`config.mk`:
```
export PLATFORM = sky130hd
export DESIGN_NAME = bmdma_regwin
export DESIGN_NICKNAME = d
export VERILOG_FILES = /design/src/rtl/bmdma_pkg.sv /design/src/rtl/bmdma_edge.sv /design/src/rtl/bmdma_chan.sv /design/src/rtl/bmdma_regwin.sv
export SDC_FILE = /design/constraint.sdc
export NUM_CORES = 1
export LEC_CHECK = 0
export BUFFER_PORTS_ARGS = -buffer_cell sky130_fd_sc_hd__buf_4
export CAP_MARGIN = 15
export CORE_MARGIN = 1.5
export CORE_UTILIZATION = 52
export DETAILED_ROUTE_END_ITERATION = 7
export GPL_ROUTABILITY_DRIVEN = 1
export PLACE_DENSITY = 0.72
export SLEW_MARGIN = 20
export SYNTH_ARGS = -nofsm -noshare
export SYNTH_HDL_FRONTEND = slang
export SYNTH_HIERARCHICAL = 1
export SYNTH_SLANG_ARGS = --single-unit
```
`constraint.sdc`:
```
create_clock -name clk -period 1.8 [get_ports clk]
set_input_delay 0.18 -clock clk [delete_from_list [all_inputs] [get_ports clk]]
set_output_delay 0.18 -clock clk [all_outputs]
set_load 0.05 [all_outputs]
```
`src/rtl/bmdma_pkg.sv`:
```
package bmdma_pkg;

  localparam logic [1:0] SZ_BYTE = 2'd0;
  localparam logic [1:0] SZ_HALF = 2'd1;

  // Number of bytes covered by a size code.
  function automatic int size_bytes(input logic [1:0] sz);
    case (sz)
      2'd0:    return 1;
      2'd1:    return 2;
      default: return 4;
    endcase
  endfunction

  // Mask of the valid read lanes for a size code.
  function automatic logic [31:0] size_mask(input logic [1:0] sz);
    case (sz)
      2'd0:    return 32'h0000_00FF;
      2'd1:    return 32'h0000_FFFF;
      default: return 32'hFFFF_FFFF;
    endcase
  endfunction

  // Status byte after a host write: software bits load, sticky bits clear on one.
  function automatic logic [7:0] status_sw_write(input logic [7:0] cur, input logic [7:0] wd);
    logic [7:0] r;
    r      = 8'h00;
    r[6:5] = wd[6:5];
    r[2]   = cur[2] & ~wd[2];
    r[1]   = cur[1] & ~wd[1];
    r[0]   = cur[0];
    return r;
  endfunction

  // Merge written lanes into the pointer, dropping lanes past its top byte.
  function automatic logic [31:0] ptr_merge(input logic [31:0] cur, input logic [1:0] off,
                                            input logic [1:0] sz, input logic [31:0] wd);
    logic [31:0] r;
    int n;
    r = cur;
    n = size_bytes(sz);
    for (int j = 0; j < 4; j++) begin
      if (j < n && (int'(off) + j) < 4)
        r[8*(int'(off)+j) +: 8] = wd[8*j +: 8];
    end
    r[1:0] = 2'b00;
    return r;
  endfunction

  // Right-justified pointer bytes starting at an offset, masked to the width.
  function automatic logic [31:0] ptr_read(input logic [31:0] cur, input logic [1:0] off,
                                           input logic [1:0] sz);
    return (cur >> (8 * int'(off))) & size_mask(sz);
  endfunction

endpackage

```
`src/rtl/bmdma_edge.sv`:
```
module bmdma_edge (
  input  logic clk,
  input  logic rst_n,
  input  logic lvl,
  output logic rise
);
  logic lvl_q;

  always_ff @(posedge clk or negedge rst_n) begin
    if (!rst_n) lvl_q <= 1'b0;
    else        lvl_q <= lvl;
  end

  assign rise = lvl & ~lvl_q;
endmodule

```
`src/rtl/bmdma_chan.sv`:
```
module bmdma_chan
  import bmdma_pkg::*;
(
  input  logic        clk,
  input  logic        rst_n,
  input  logic        wr,
  input  logic [2:0]  loc_off,
  input  logic [1:0]  size,
  input  logic [31:0] wdata,
  input  logic        irq_rise,
  input  logic        err_ev,
  input  logic        done_ev,
  output logic [7:0]  cmd_q,
  output logic [7:0]  stat_q,
  output logic [31:0] ptr_q
);
  logic cmd_wr, stat_wr, ptr_wr;
  logic [7:0] stat_n;

  assign cmd_wr  = wr && (size == SZ_BYTE) && (loc_off == 3'd0);
  assign stat_wr = wr && (size == SZ_BYTE) && (loc_off == 3'd2);
  assign ptr_wr  = wr && loc_off[2];

  always_comb begin
    stat_n = stat_wr ? status_sw_write(stat_q, wdata[7:0]) : stat_q;
    if (irq_rise) stat_n[2] = 1'b1;
    if (err_ev)   stat_n[1] = 1'b1;
    if (cmd_wr)       stat_n[0] = wdata[0];
    else if (done_ev) stat_n[0] = 1'b0;
  end

  always_ff @(posedge clk or negedge rst_n) begin
    if (!rst_n) begin
      cmd_q  <= 8'h00;
      stat_q <= 8'h00;
      ptr_q  <= 32'h0;
    end else begin
      if (cmd_wr) cmd_q <= {4'h0, wdata[3], 2'b00, wdata[0]};
      stat_q <= stat_n;
      if (ptr_wr) ptr_q <= ptr_merge(ptr_q, loc_off[1:0], size, wdata);
    end
  end
endmodule

```
`src/rtl/bmdma_regwin.sv`:
```
module bmdma_regwin
  import bmdma_pkg::*;
#(
  parameter int NCH = 2,
  localparam int AW = $clog2(NCH) + 3
) (
  input  logic             clk,
  input  logic             rst_n,
  input  logic             host_rd,
  input  logic             host_wr,
  input  logic [AW-1:0]    host_addr,
  input  logic [1:0]       host_size,
  input  logic [31:0]      host_wdata,
  output logic [31:0]      host_rdata,
  output logic             host_rvalid,
  input  logic [NCH-1:0]   drive_irq,
  input  logic [NCH-1:0]   dma_err,
  input  logic [NCH-1:0]   dma_done,
  output logic [NCH-1:0]   dma_start,
  output logic [NCH-1:0]   dma_to_mem,
  output logic [NCH*32-1:0] dma_desc_addr
);
  logic [AW-1:0] ch_idx;
  logic [2:0]    loc_off;
  logic [7:0]    cmd_a  [NCH];
  logic [7:0]    stat_a [NCH];
  logic [31:0]   ptr_a  [NCH];
  logic [NCH-1:0]   irq_rise;
  logic [NCH*8-1:0] stat_flat;
  logic [31:0]   rd_val;

  assign ch_idx  = host_addr >> 3;
  assign loc_off = host_addr[2:0];

  for (genvar c = 0; c < NCH; c++) begin : g_ch
    logic hit;
    assign hit = host_wr && (ch_idx == AW'(c));

    bmdma_edge u_edge (
      .clk  (clk),
      .rst_n(rst_n),
      .lvl  (drive_irq[c]),
      .rise (irq_rise[c])
    );

    bmdma_chan u_chan (
      .clk     (clk),
      .rst_n   (rst_n),
      .wr      (hit),
      .loc_off (loc_off),
      .size    (host_size),
      .wdata   (host_wdata),
      .irq_rise(irq_rise[c]),
      .err_ev  (dma_err[c]),
      .done_ev (dma_done[c]),
      .cmd_q   (cmd_a[c]),
      .stat_q  (stat_a[c]),
      .ptr_q   (ptr_a[c])
    );

    assign dma_start[c]            = cmd_a[c][0];
    assign dma_to_mem[c]           = cmd_a[c][3];
    assign dma_desc_addr[32*c +: 32] = ptr_a[c];
    assign stat_flat[8*c +: 8]     = stat_a[c];
  end

  always_comb begin
    rd_val = 32'h0;
    for (int c = 0; c < NCH; c++) begin
      if (ch_idx == AW'(c)) begin
        if (loc_off[2])
          rd_val = ptr_read(ptr_a[c], loc_off[1:0], host_size);
        else if (host_size != SZ_BYTE)
          rd_val = size_mask(host_size);
        else begin
          case (loc_off[1:0])
            2'd0:    rd_val = {24'h0, cmd_a[c]};
            2'd2:    rd_val = {24'h0, stat_a[c]};
            default: rd_val = 32'h0000_00FF;
          endcase
        end
      end
    end
  end

  always_ff @(posedge clk or negedge rst_n) begin
    if (!rst_n) begin
      host_rdata  <= 32'h0;
      host_rvalid <= 1'b0;
    end else begin
      host_rvalid <= host_rd;
      if (host_rd) host_rdata <= rd_val;
    end
  end
endmodule

```
==> impl_metrics.json, run 1 <==
{
  "start_kind": "input pin",
  "cts_tree": "built",
  "grt_pass1_vias": 9025,
  "fin_ws_ns": 0.0839,
  "power_per_cell_area_nw_per_um2": 897,
  "ys_seq_area_share_pct": 31.9,
  "ioPinCount": 149,
  "setup_viol": 0,
  "syn_avg_cell_area_sq_um": 8.74,
  "cpPeakStageDelay_ns": 0.34,
  "wire_per_inst_um": 26.2,
  "power_frac_clock_pct": 21.0,
  "firstDrtPassIters": 6,
  "end_kind": "register",
  "final-hold-violation-count": 0,
  "syn_area_sq_um": 8540,
  "status": "complete, no violations",
  "synth_area_leader_cell": "dfrtp_1",
  "dr_total_vias": 9582,
  "routed_wl_um": 37500,
  "tns_ns": 0,
  "synth_edf_count": 0,
  "grt_pass1_wl_um": 55700,
  "arrival_ns": 2.01,
  "cts_buffers": 9,
  "die_w_um": 131,
  "synth_cell_types": 75,
  "power.share.sequential_pct": 33.6,
  "insertion_delay_ns": 0.37,
  "start_util_pct": 53.6,
  "overflow": 0,
  "grt_use_total_pct": 43.0,
  "path_class": "input pin to register",
  "synthTopCellsByArea": "dfrtp_1 32%, mux2i_1 3.8%, a21oi_1 3.5%",
  "slew_viol_final": 0,
  "relSlewSlack_pct": 29.7,
  "min_period_ns": 1.72,
  "preCtsSetupSlack_ns": -0.288,
  "synthFlopType": "dfrtp_1",
  "power_frac_comb_pct": 45.4,
  "syn_inst": 977,
  "power_switching_mw": 4.51,
  "p_int_mw": 5.52,
  "critPathMostFrequentCell": "o21ai_0",
  "viasPerCell": 6.70,
  "rsz0062_at_grt": "false",
  "ant_nets": 0,
  "layout_common_cells": "293 x buf_4, 109 x dfrtp_1, 74 x nand2_1",
  "grt_max_degree": 48,
  "crit_required_ns": 2.10,
  "clock_sinks": 109,
  "fp-row-count": 46,
  "worstPathCellList": "buf_4 -> clkinvlp_4 -> ha_4 -> or2_2 -> o21ai_0 -> o21ai_0 -> a311o_1 -> a21oi_1",
  "finalCritPeriodShare_pct": 95.3,
  "layout-drive-gt1-share_pct": 32.1,
  "hold_path_class": "input pin to register",
  "async_flop_share_pct": 100,
  "synth_top_cell_area_share_pct": 31.9,
  "drt_iter0_drc": 1228,
  "fmax_ghz": 0.583,
  "gp_congestion": 1.05,
  "num_antenna_cells": 0,
  "max_cap_viol_count": 0,
  "p_sw_share_pct": 44.9,
  "cp_max_fo": 8,
  "antenna_found_initial": 0,
  "core-area_sq_um": 15900,
  "clk_pin_slew_ns": 0.08,
  "nNetsFinal": 1276,
  "finClkSkew_ns": 0.0111,
  "area_growth_syn_to_layout_pct": 30.8,
  "fp.dieArea_sq_um": 17200,
  "htree_num_levels": 3,
  "yosysWarnings": 6,
  "tightest_slew_ns": 1.05,
  "cts-root-buf": "clkbuf_16",
  "final_common_cell": "buf_4",
  "peakVddDrop_mv": 0.860,
  "total_leakage_power_nw": 4.82,
  "dp_hpwl_um": 27700,
  "die_h_um": 131,
  "cpMaxStageDelayCell": "a311o_1",
  "ctsLongestPathBuffers": 2,
  "port_buffers": 144,
  "synth-seq-cells": 109,
  "hold_ws_ns": 0.0539,
  "drc": 0
}
==> logic make-up (layout without fill, tap and decap cells) <==
| group | Yosys count | in the layout | synth area share [%] |
|---|---|---|---|
| AO/OA/AOI/OAI | 338 | 338 | 28.0 |
| adder cells (fa/ha/maj) | 18 | 18 | 2.64 |
| buffers and inverters | 124 | 342 | 7.69 |
| flip-flops | 109 | 109 | 31.9 |
| multiplexers | 57 | 57 | 8.10 |
| other | 2 | 22 | 0.0880 |
| AND/OR/NAND/NOR | 329 | 329 | 21.5 |
==> power groups by stage <==
stage / clock network (mW) / registers (mW) / logic (mW)
2_1_floorplan: 0 / 4.41 / 1.52
3_3_place_gp: 0 / 3.38 / 4.42
3_5_place_dp: 0 / 3.38 / 4.45
4_1_cts: 2.12 / 3.34 / 4.47
5_1_grt: 2.20 / 3.38 / 4.73
6_report: 2.11 / 3.37 / 4.55
==> final timing paths <==
path	start	endpoint	slack [ns]	cells after the start
setup / recovery	host_addr[1]	g_ch[0].u_chan/ptr_q[18]	0.08	8
max in group asynchronous	rst_n	g_ch[1].u_chan/ptr_q[6]	0.89	3
min in group asynchronous	rst_n	g_ch[0].u_edge/lvl_q	0.30	2
hold / removal	host_rd	host_rvalid	0.05	1
setup reg to reg	g_ch[0].u_chan/ptr_q[22]	host_rdata[6]	0.23	4
hold reg to reg	g_ch[1].u_chan/stat_q[1]	g_ch[1].u_chan/stat_q[1]	0.49	1
==> flip-flops by register name (all words and copies together), names as in the netlist <==
register and cells:
g_ch.u_chan/cmd_q 4, g_ch.u_chan/ptr_q 60, g_ch.u_chan/stat_q 10, g_ch.u_edge/lvl_q 2
host_rdata 32, host_rvalid 1
==> synthesized netlist by cell type (15+ instances only) <==
library cell,number
a211oi_1,19
a21oi_1,60
a221o_1,16
a221oi_1,20
a22oi_1,27
a31oi_1,47
a32o_1,15
and2_1,28
and3_1,17
buf_2,20
buf_4,24
clkbuf_1,46
dfrtp_1,109
ha_1,18
inv_1,18
mux2_2,16
mux2i_1,32
nand2_1,74
nand3_1,33
nor2_1,62
nor2b_1,18
o21ai_0,51
o22a_1,16
==> metrics by stage <==
step | instances | total power, mW | utilization [%] | cell area (sq um)
global route | 1431 | 10.3 | 70.1 | 11200
floorplan | 997 | 5.94 | - | 8850
CTS | 1431 | 9.93 | 70.0 | 11200
global placement | 1410 | 7.80 | 67.8 | 10800
detailed placement | 1410 | 7.83 | 67.8 | 10800
finish | 1431 | 10.0 | 70.1 | 11200
==> worst max-delay path: cells and delay by family <==
kind            cells  cell delay, ns
simple gates        1            0.33
buf+inv             2            0.29
fa+ha+maj           1            0.28
compound gates      4            0.91
==> layer usage <==
| metal | vias to the layer above | global-route usage [%] | routed length (um) |
|---|---|---|---|
| met1 | 4568 | 56.6 | 14300 |
| li1 | 4154 | - | - |
| met4 | 0 | 25.5 | 2570 |
| met5 | - | 0 | 0 |
| met3 | 176 | 8.83 | 4350 |
| met2 | 684 | 65.3 | 16300 |
==> what timing repair did <==
item,CTS,global route
endpoints found under the setup margin,0,8
setup buffers,0,0
hold endpoints to repair,32,0
gates resized for setup,0,2
hold buffers,5,0
==> area by class of cell <==
cell class                      instances  area, sq um
Clock buffer                           10          239
Timing Repair Buffer                  305         2390
Fill cell                            1305         4770
Clock inverter                          6         63.8
Multi-Input combinational cell        764         5400
Inverter                               21         82.6
Sequential cell                       109         2730
Tap cell                              216          270
Power figures use the tool's default switching activity.
==> run 2, diff against run 1 <==
--- a/config.mk
+++ b/config.mk
@@ -7,11 +7,10 @@
 export LEC_CHECK = 0
 export BUFFER_PORTS_ARGS = -buffer_cell sky130_fd_sc_hd__buf_4
 export CAP_MARGIN = 15
-export CORE_MARGIN = 1.5
-export CORE_UTILIZATION = 52
+export CORE_UTILIZATION = 50
 export DETAILED_ROUTE_END_ITERATION = 7
 export GPL_ROUTABILITY_DRIVEN = 1
-export PLACE_DENSITY = 0.72
+export PLACE_DENSITY = 0.69
 export SLEW_MARGIN = 20
 export SYNTH_ARGS = -nofsm -noshare
 export SYNTH_HDL_FRONTEND = slang
==> constraint.sdc (replaced) <==
create_clock -name clk -period 1.6 [get_ports clk]
set_input_delay 0.16 -clock clk [delete_from_list [all_inputs] [get_ports clk]]
set_output_delay 0.16 -clock clk [all_outputs]
set_load 0.05 [all_outputs]
==> impl_metrics.json, run 2 (synthesized netlist as in run 1, its figures left out) <==
{
  "status": "complete, no violations",
  "drc": 0,
  "routed_wl_um": 38100,
  "dp_hpwl_um": 28200,
  "rsz0062_at_grt": "true",
  "place_area_sq_um": 11200,
  "hold_path_class": "input pin to register",
  "num_antenna_cells": 0,
  "ctsLongestPathBuffers": 2,
  "fin_area_sq_um": 11800,
  "ioPinCount": 149,
  "gp_congestion": 1.03,
  "drt_iter0_drc": 886,
  "peakVddDrop_mv": 0.632,
  "die_h_um": 133,
  "cp_max_fo": 8,
  "core-area_sq_um": 16600,
  "fp-row-count": 47,
  "clock_sinks": 109,
  "tightest_slew_ns": 1.10,
  "final-seq-area_sq_um": 2730,
  "nNetsFinal": 1318,
  "fin_ws_ns": 0.0281,
  "layout-drive-gt1-share_pct": 38.3,
  "layout_common_cells": "325 x buf_4, 109 x dfrtp_1, 74 x nand2_1",
  "fp.dieArea_sq_um": 17600,
  "clk_pin_slew_ns": 0.08,
  "grt_max_degree": 110,
  "final_common_cell": "buf_4",
  "port_buffers": 144,
  "grt_use_total_pct": 43.4,
  "finalCritPeriodShare_pct": 98.2,
  "start_kind": "input pin",
  "regMostFlops": "g_ch.u_chan/ptr_q",
  "dr_total_vias": 9753,
  "top_regs": "g_ch.u_chan/ptr_q (60), host_rdata (32), g_ch.u_chan/stat_q (10)",
  "cts_buffers": 9,
  "grt_pass1_vias": 9295,
  "fill_cells": 1358,
  "insertion_delay_ns": 0.37,
  "htree_num_levels": 3,
  "power_per_cell_area_nw_per_um2": 993,
  "firstDrtPassIters": 6,
  "cts_tree": "built",
  "grt_pass1_wl_um": 56400,
  "fmax_ghz": 0.636,
  "max_cap_viol_count": 0,
  "largest_reg_flops": 60,
  "hold_ws_ns": 0.0293,
  "preCtsSetupSlack_ns": -0.466,
  "total_leakage_power_nw": 5.09,
  "path_class": "input pin to register",
  "arrival_ns": 1.86,
  "crit_required_ns": 1.89,
  "end_kind": "register",
  "whs_path_depth": 3,
  "area_growth_syn_to_layout_pct": 38.7,
  "fin_util_pct": 71.2,
  "final-hold-violation-count": 0,
  "overflow": 0,
  "ant_nets": 0,
  "min_period_ns": 1.57,
  "wire_per_inst_um": 25.8,
  "start_util_pct": 51.3,
  "finClkSkew_ns": 0.00948,
  "relSlewSlack_pct": 26.5,
  "cts-root-buf": "clkbuf_16",
  "antenna_found_initial": 1,
  "multi_input_area_sq_um": 5650,
  "die_w_um": 133,
  "slew_viol_final": 0,
  "rr_worst_depth": 4,
  "setup_viol": 0,
  "tns_ns": 0,
  "viasPerCell": 6.61
}
## run 2: cell count changes in the layout (fill, tap and decap cells not counted), sizes merged
cell / delta
clkbuf: -1
bufinv: +1
inv: -5
buf: +42
clkinvlp: +4
## run 2: worst paths after layout
check / from / to / slack [ns]
worst max-delay path: host_addr[1] / g_ch[0].u_chan/ptr_q[15] / 0.03
worst min-delay path: dma_done[0] / g_ch[0].u_chan/stat_q[0] / 0.03
worst max register to register: g_ch[0].u_chan/ptr_q[16] / host_rdata[0] / 0.08
worst min register to register: g_ch[0].u_chan/stat_q[1] / g_ch[0].u_chan/stat_q[1] / 0.48
max in group asynchronous: rst_n / g_ch[1].u_chan/ptr_q[25] / 0.72
min in group asynchronous: rst_n / g_ch[0].u_chan/stat_q[1] / 0.42
## run 2: stage by stage
step | instances | power (mW)
detailed placement | 1451 | 9.12
global route | 1476 | 12.1
CTS | 1475 | 11.6
floorplan | 997 | 6.72
global placement | 1451 | 9.08
finish | 1476 | 11.8
## run 2: area by class of cell
cell class | count | share of cell area, %
inverter | 21 | 0.824
clock inverter | 6 | 0.697
sequential | 109 | 23.0
clock buffer | 9 | 1.90
multi-input combinational | 764 | 47.7
timing repair buffer | 347 | 23.5
tap | 220 | 2.32
## run 2: power by group
group          switching, mW  total (mW)  leakage, nW  internal (mW)
Clock                   1.19        2.43        0.147           1.24
Sequential             0.532        3.70         1.30           3.16
Combinational           3.45        5.63         3.64           2.19
## run 2: routing by layer
| layer | share of wire [%] | track usage (%) | up-vias |
|---|---|---|---|
| met2 | 44 | 67.3 | 688 |
| met5 | 0 | 0 | - |
| met4 | 6.6 | 24.8 | 0 |
| li1 | - | - | 4239 |
| met3 | 11 | 11.2 | 155 |
| met1 | 38 | 54.9 | 4671 |
## run 2: timing repair
item                                    in CTS  in global routing
hold buffers                                 5                  0
setup buffers                                4                  2
endpoints found under the setup margin      28                 53
pin swaps                                    5                 28
hold endpoints to repair                   113                  0
gates resized for setup                     14                 53
## run 2: critical path, cell delays in order
cell	delay, ns
buf_12	0.10
clkinvlp_4	0.17
ha_4	0.35
and2_4	0.16
and3_4	0.26
a221oi_2	0.07
or4_1	0.42
a31oi_1	0.18
==> run 3, diff against run 2 <==
--- a/config.mk
+++ b/config.mk
@@ -7,10 +7,10 @@
 export LEC_CHECK = 0
 export BUFFER_PORTS_ARGS = -buffer_cell sky130_fd_sc_hd__buf_4
 export CAP_MARGIN = 15
-export CORE_UTILIZATION = 50
+export CORE_UTILIZATION = 55
 export DETAILED_ROUTE_END_ITERATION = 7
 export GPL_ROUTABILITY_DRIVEN = 1
-export PLACE_DENSITY = 0.69
+export PLACE_DENSITY = 0.76
 export SLEW_MARGIN = 20
 export SYNTH_ARGS = -nofsm -noshare
 export SYNTH_HDL_FRONTEND = slang
==> impl_metrics.json, run 3 (synthesized netlist as in run 1, its figures left out) <==
{
  "status": "finished with violations",
  "violations": "negative setup slack",
  "end_kind": "register",
  "setup_viol": 3,
  "finalCritPeriodShare_pct": 102,
  "fin_area_sq_um": 11700,
  "power_per_cell_area_nw_per_um2": 976,
  "r2r_end": "host_rdata[0]",
  "finalPower_mw": 11.5,
  "ctsLongestPathBuffers": 2,
  "start_kind": "input pin",
  "fill_cells": 1146,
  "min_period_ns": 1.64,
  "cts_tree": "built",
  "rsz0062_at_grt": "true",
  "grt_max_degree": 48,
  "regMostFlops": "g_ch.u_chan/ptr_q",
  "cts-root-buf": "clkbuf_16",
  "nNetsFinal": 1308,
  "regToRegStartpoint": "g_ch[0].u_chan/ptr_q[16]",
  "wire_per_inst_um": 26.1,
  "rr_worst_depth": 4,
  "final-hold-violation-count": 0,
  "finClkSkew_ns": 0.00748,
  "grt_pass1_vias": 9404,
  "clock_sinks": 109,
  "total_leakage_power_nw": 5.04,
  "insertion_delay_ns": 0.36,
  "area_growth_syn_to_layout_pct": 37.6,
  "hold_path_class": "input pin to register",
  "clk_pin_slew_ns": 0.08,
  "grt_pass1_wl_um": 56400,
  "firstDrtPassIters": 6,
  "hold_ws_ns": 0.0446,
  "final_common_cell": "buf_4",
  "dr_total_vias": 9887,
  "dp_hpwl_um": 27900,
  "crit_required_ns": 1.85,
  "antenna_found_initial": 1,
  "place_area_sq_um": 11100,
  "port_buffers": 144,
  "layout_common_cells": "317 x buf_4, 109 x dfrtp_1, 74 x nand2_1",
  "htree_num_levels": 3,
  "ioPinCount": 149,
  "ant_nets": 0,
  "cp-startpoint": "host_addr[0]",
  "largest_reg_flops": 60,
  "slew_viol_final": 0,
  "relSlewSlack_pct": 57.4,
  "path_class": "input pin to register",
  "die_w_um": 127,
  "top_regs": "g_ch.u_chan/ptr_q (60), host_rdata (32), g_ch.u_chan/stat_q (10)",
  "overflow": 0,
  "die_h_um": 127,
  "gp_congestion": 1.04,
  "r2r_slack_ns": 0,
  "layout-drive-gt1-share_pct": 38.7,
  "drt_iter0_drc": 1197,
  "routed_wl_um": 37400,
  "whs_path_depth": 3,
  "viasPerCell": 6.89,
  "cts_buffers": 9,
  "start_util_pct": 56.2,
  "peakVddDrop_mv": 0.692,
  "fmax_ghz": 0.611,
  "arrival_ns": 1.89,
  "tightest_slew_ns": 0.640,
  "fp-row-count": 45,
  "crit_end": "g_ch[1].u_chan/ptr_q[21]",
  "max_cap_viol_count": 0,
  "drc": 0,
  "fin_ws_ns": -0.0361,
  "core-area_sq_um": 15200,
  "cp_max_fo": 7,
  "grt_use_total_pct": 47.6,
  "fp.dieArea_sq_um": 16000
}
[run 3: repair_timing]
item                       in CTS  in global routing
gates resized for setup        23                 55
hold buffers                    5                  0
setup endpoints to repair      32                 64
setup buffers                   4                  4
hold endpoints to repair       27                  0
gates cloned                    0                  1
pin swaps                       7                 29
[run 3: metal layers]
layer / routed length, um / GRT usage, % / up-vias
met2: 16300 / 71.9 / 748
met3: 4270 / 12.9 / 196
met5: 11 / 0 / -
li1: - / - / 4238
met1: 13800 / 59.2 / 4703
met4: 3100 / 33.4 / 2
[run 3: where the power goes]
group          switching [mW]  internal, mW
Sequential              0.566          3.16
Combinational            3.41          2.12
Clock                    1.13          1.08
Total                    5.11          6.36
[run 3: through the flow]
step	util, %	TNS [ns]	setup slack [ns]	instances
6_report	77.3	-0.0622	-0.0361	1435
2_1_floorplan	-	-9.15	-0.494	997
5_1_grt	77.3	-0.328	-0.0802	1434
4_1_cts	75.7	-0.00905	-0.00830	1429
3_3_place_gp	72.8	-24.29	-0.452	1405
3_5_place_dp	72.8	-26.37	-0.469	1405
[run 3: worst max-delay path: stages]
cell and delay [ns]:
buf_12 0.09, clkinvlp_4 0.13, ha_4 0.20, ha_4 0.31
nand4_1 0.17, nor3_4 0.38, nand2_1 0.14, a311oi_2 0.30
[run 3: area by class of cell]
| class | count | area [sq um] | share of cell area, % |
|---|---|---|---|
| multi-input cells | 764 | 5710 | 48.6 |
| flip-flops and latches | 109 | 2730 | 23.2 |
| repair buffers | 337 | 2700 | 23.0 |
| well taps | 188 | 235 | 2.00 |
| clock buffers | 10 | 229 | 1.95 |
| inverters | 21 | 97.6 | 0.831 |
| clock inverters | 5 | 42.5 | 0.362 |
| diodes | 1 | 2.50 | 0.0213 |
[run 3: worst min path at each step]
stage	from	endpoint	slack, ns
2_1_floorplan	rst_n	g_ch[0].u_chan/cmd_q[0]	-0.14
3_3_place_gp	rst_n	g_ch[0].u_edge/lvl_q	0.11
3_5_place_dp	rst_n	g_ch[0].u_chan/stat_q[2]	0.11
4_1_cts	host_rd	host_rvalid	0.04
5_1_grt	host_rd	host_rvalid	0.05
6_report	dma_done[0]	g_ch[0].u_chan/stat_q[0]	0.04
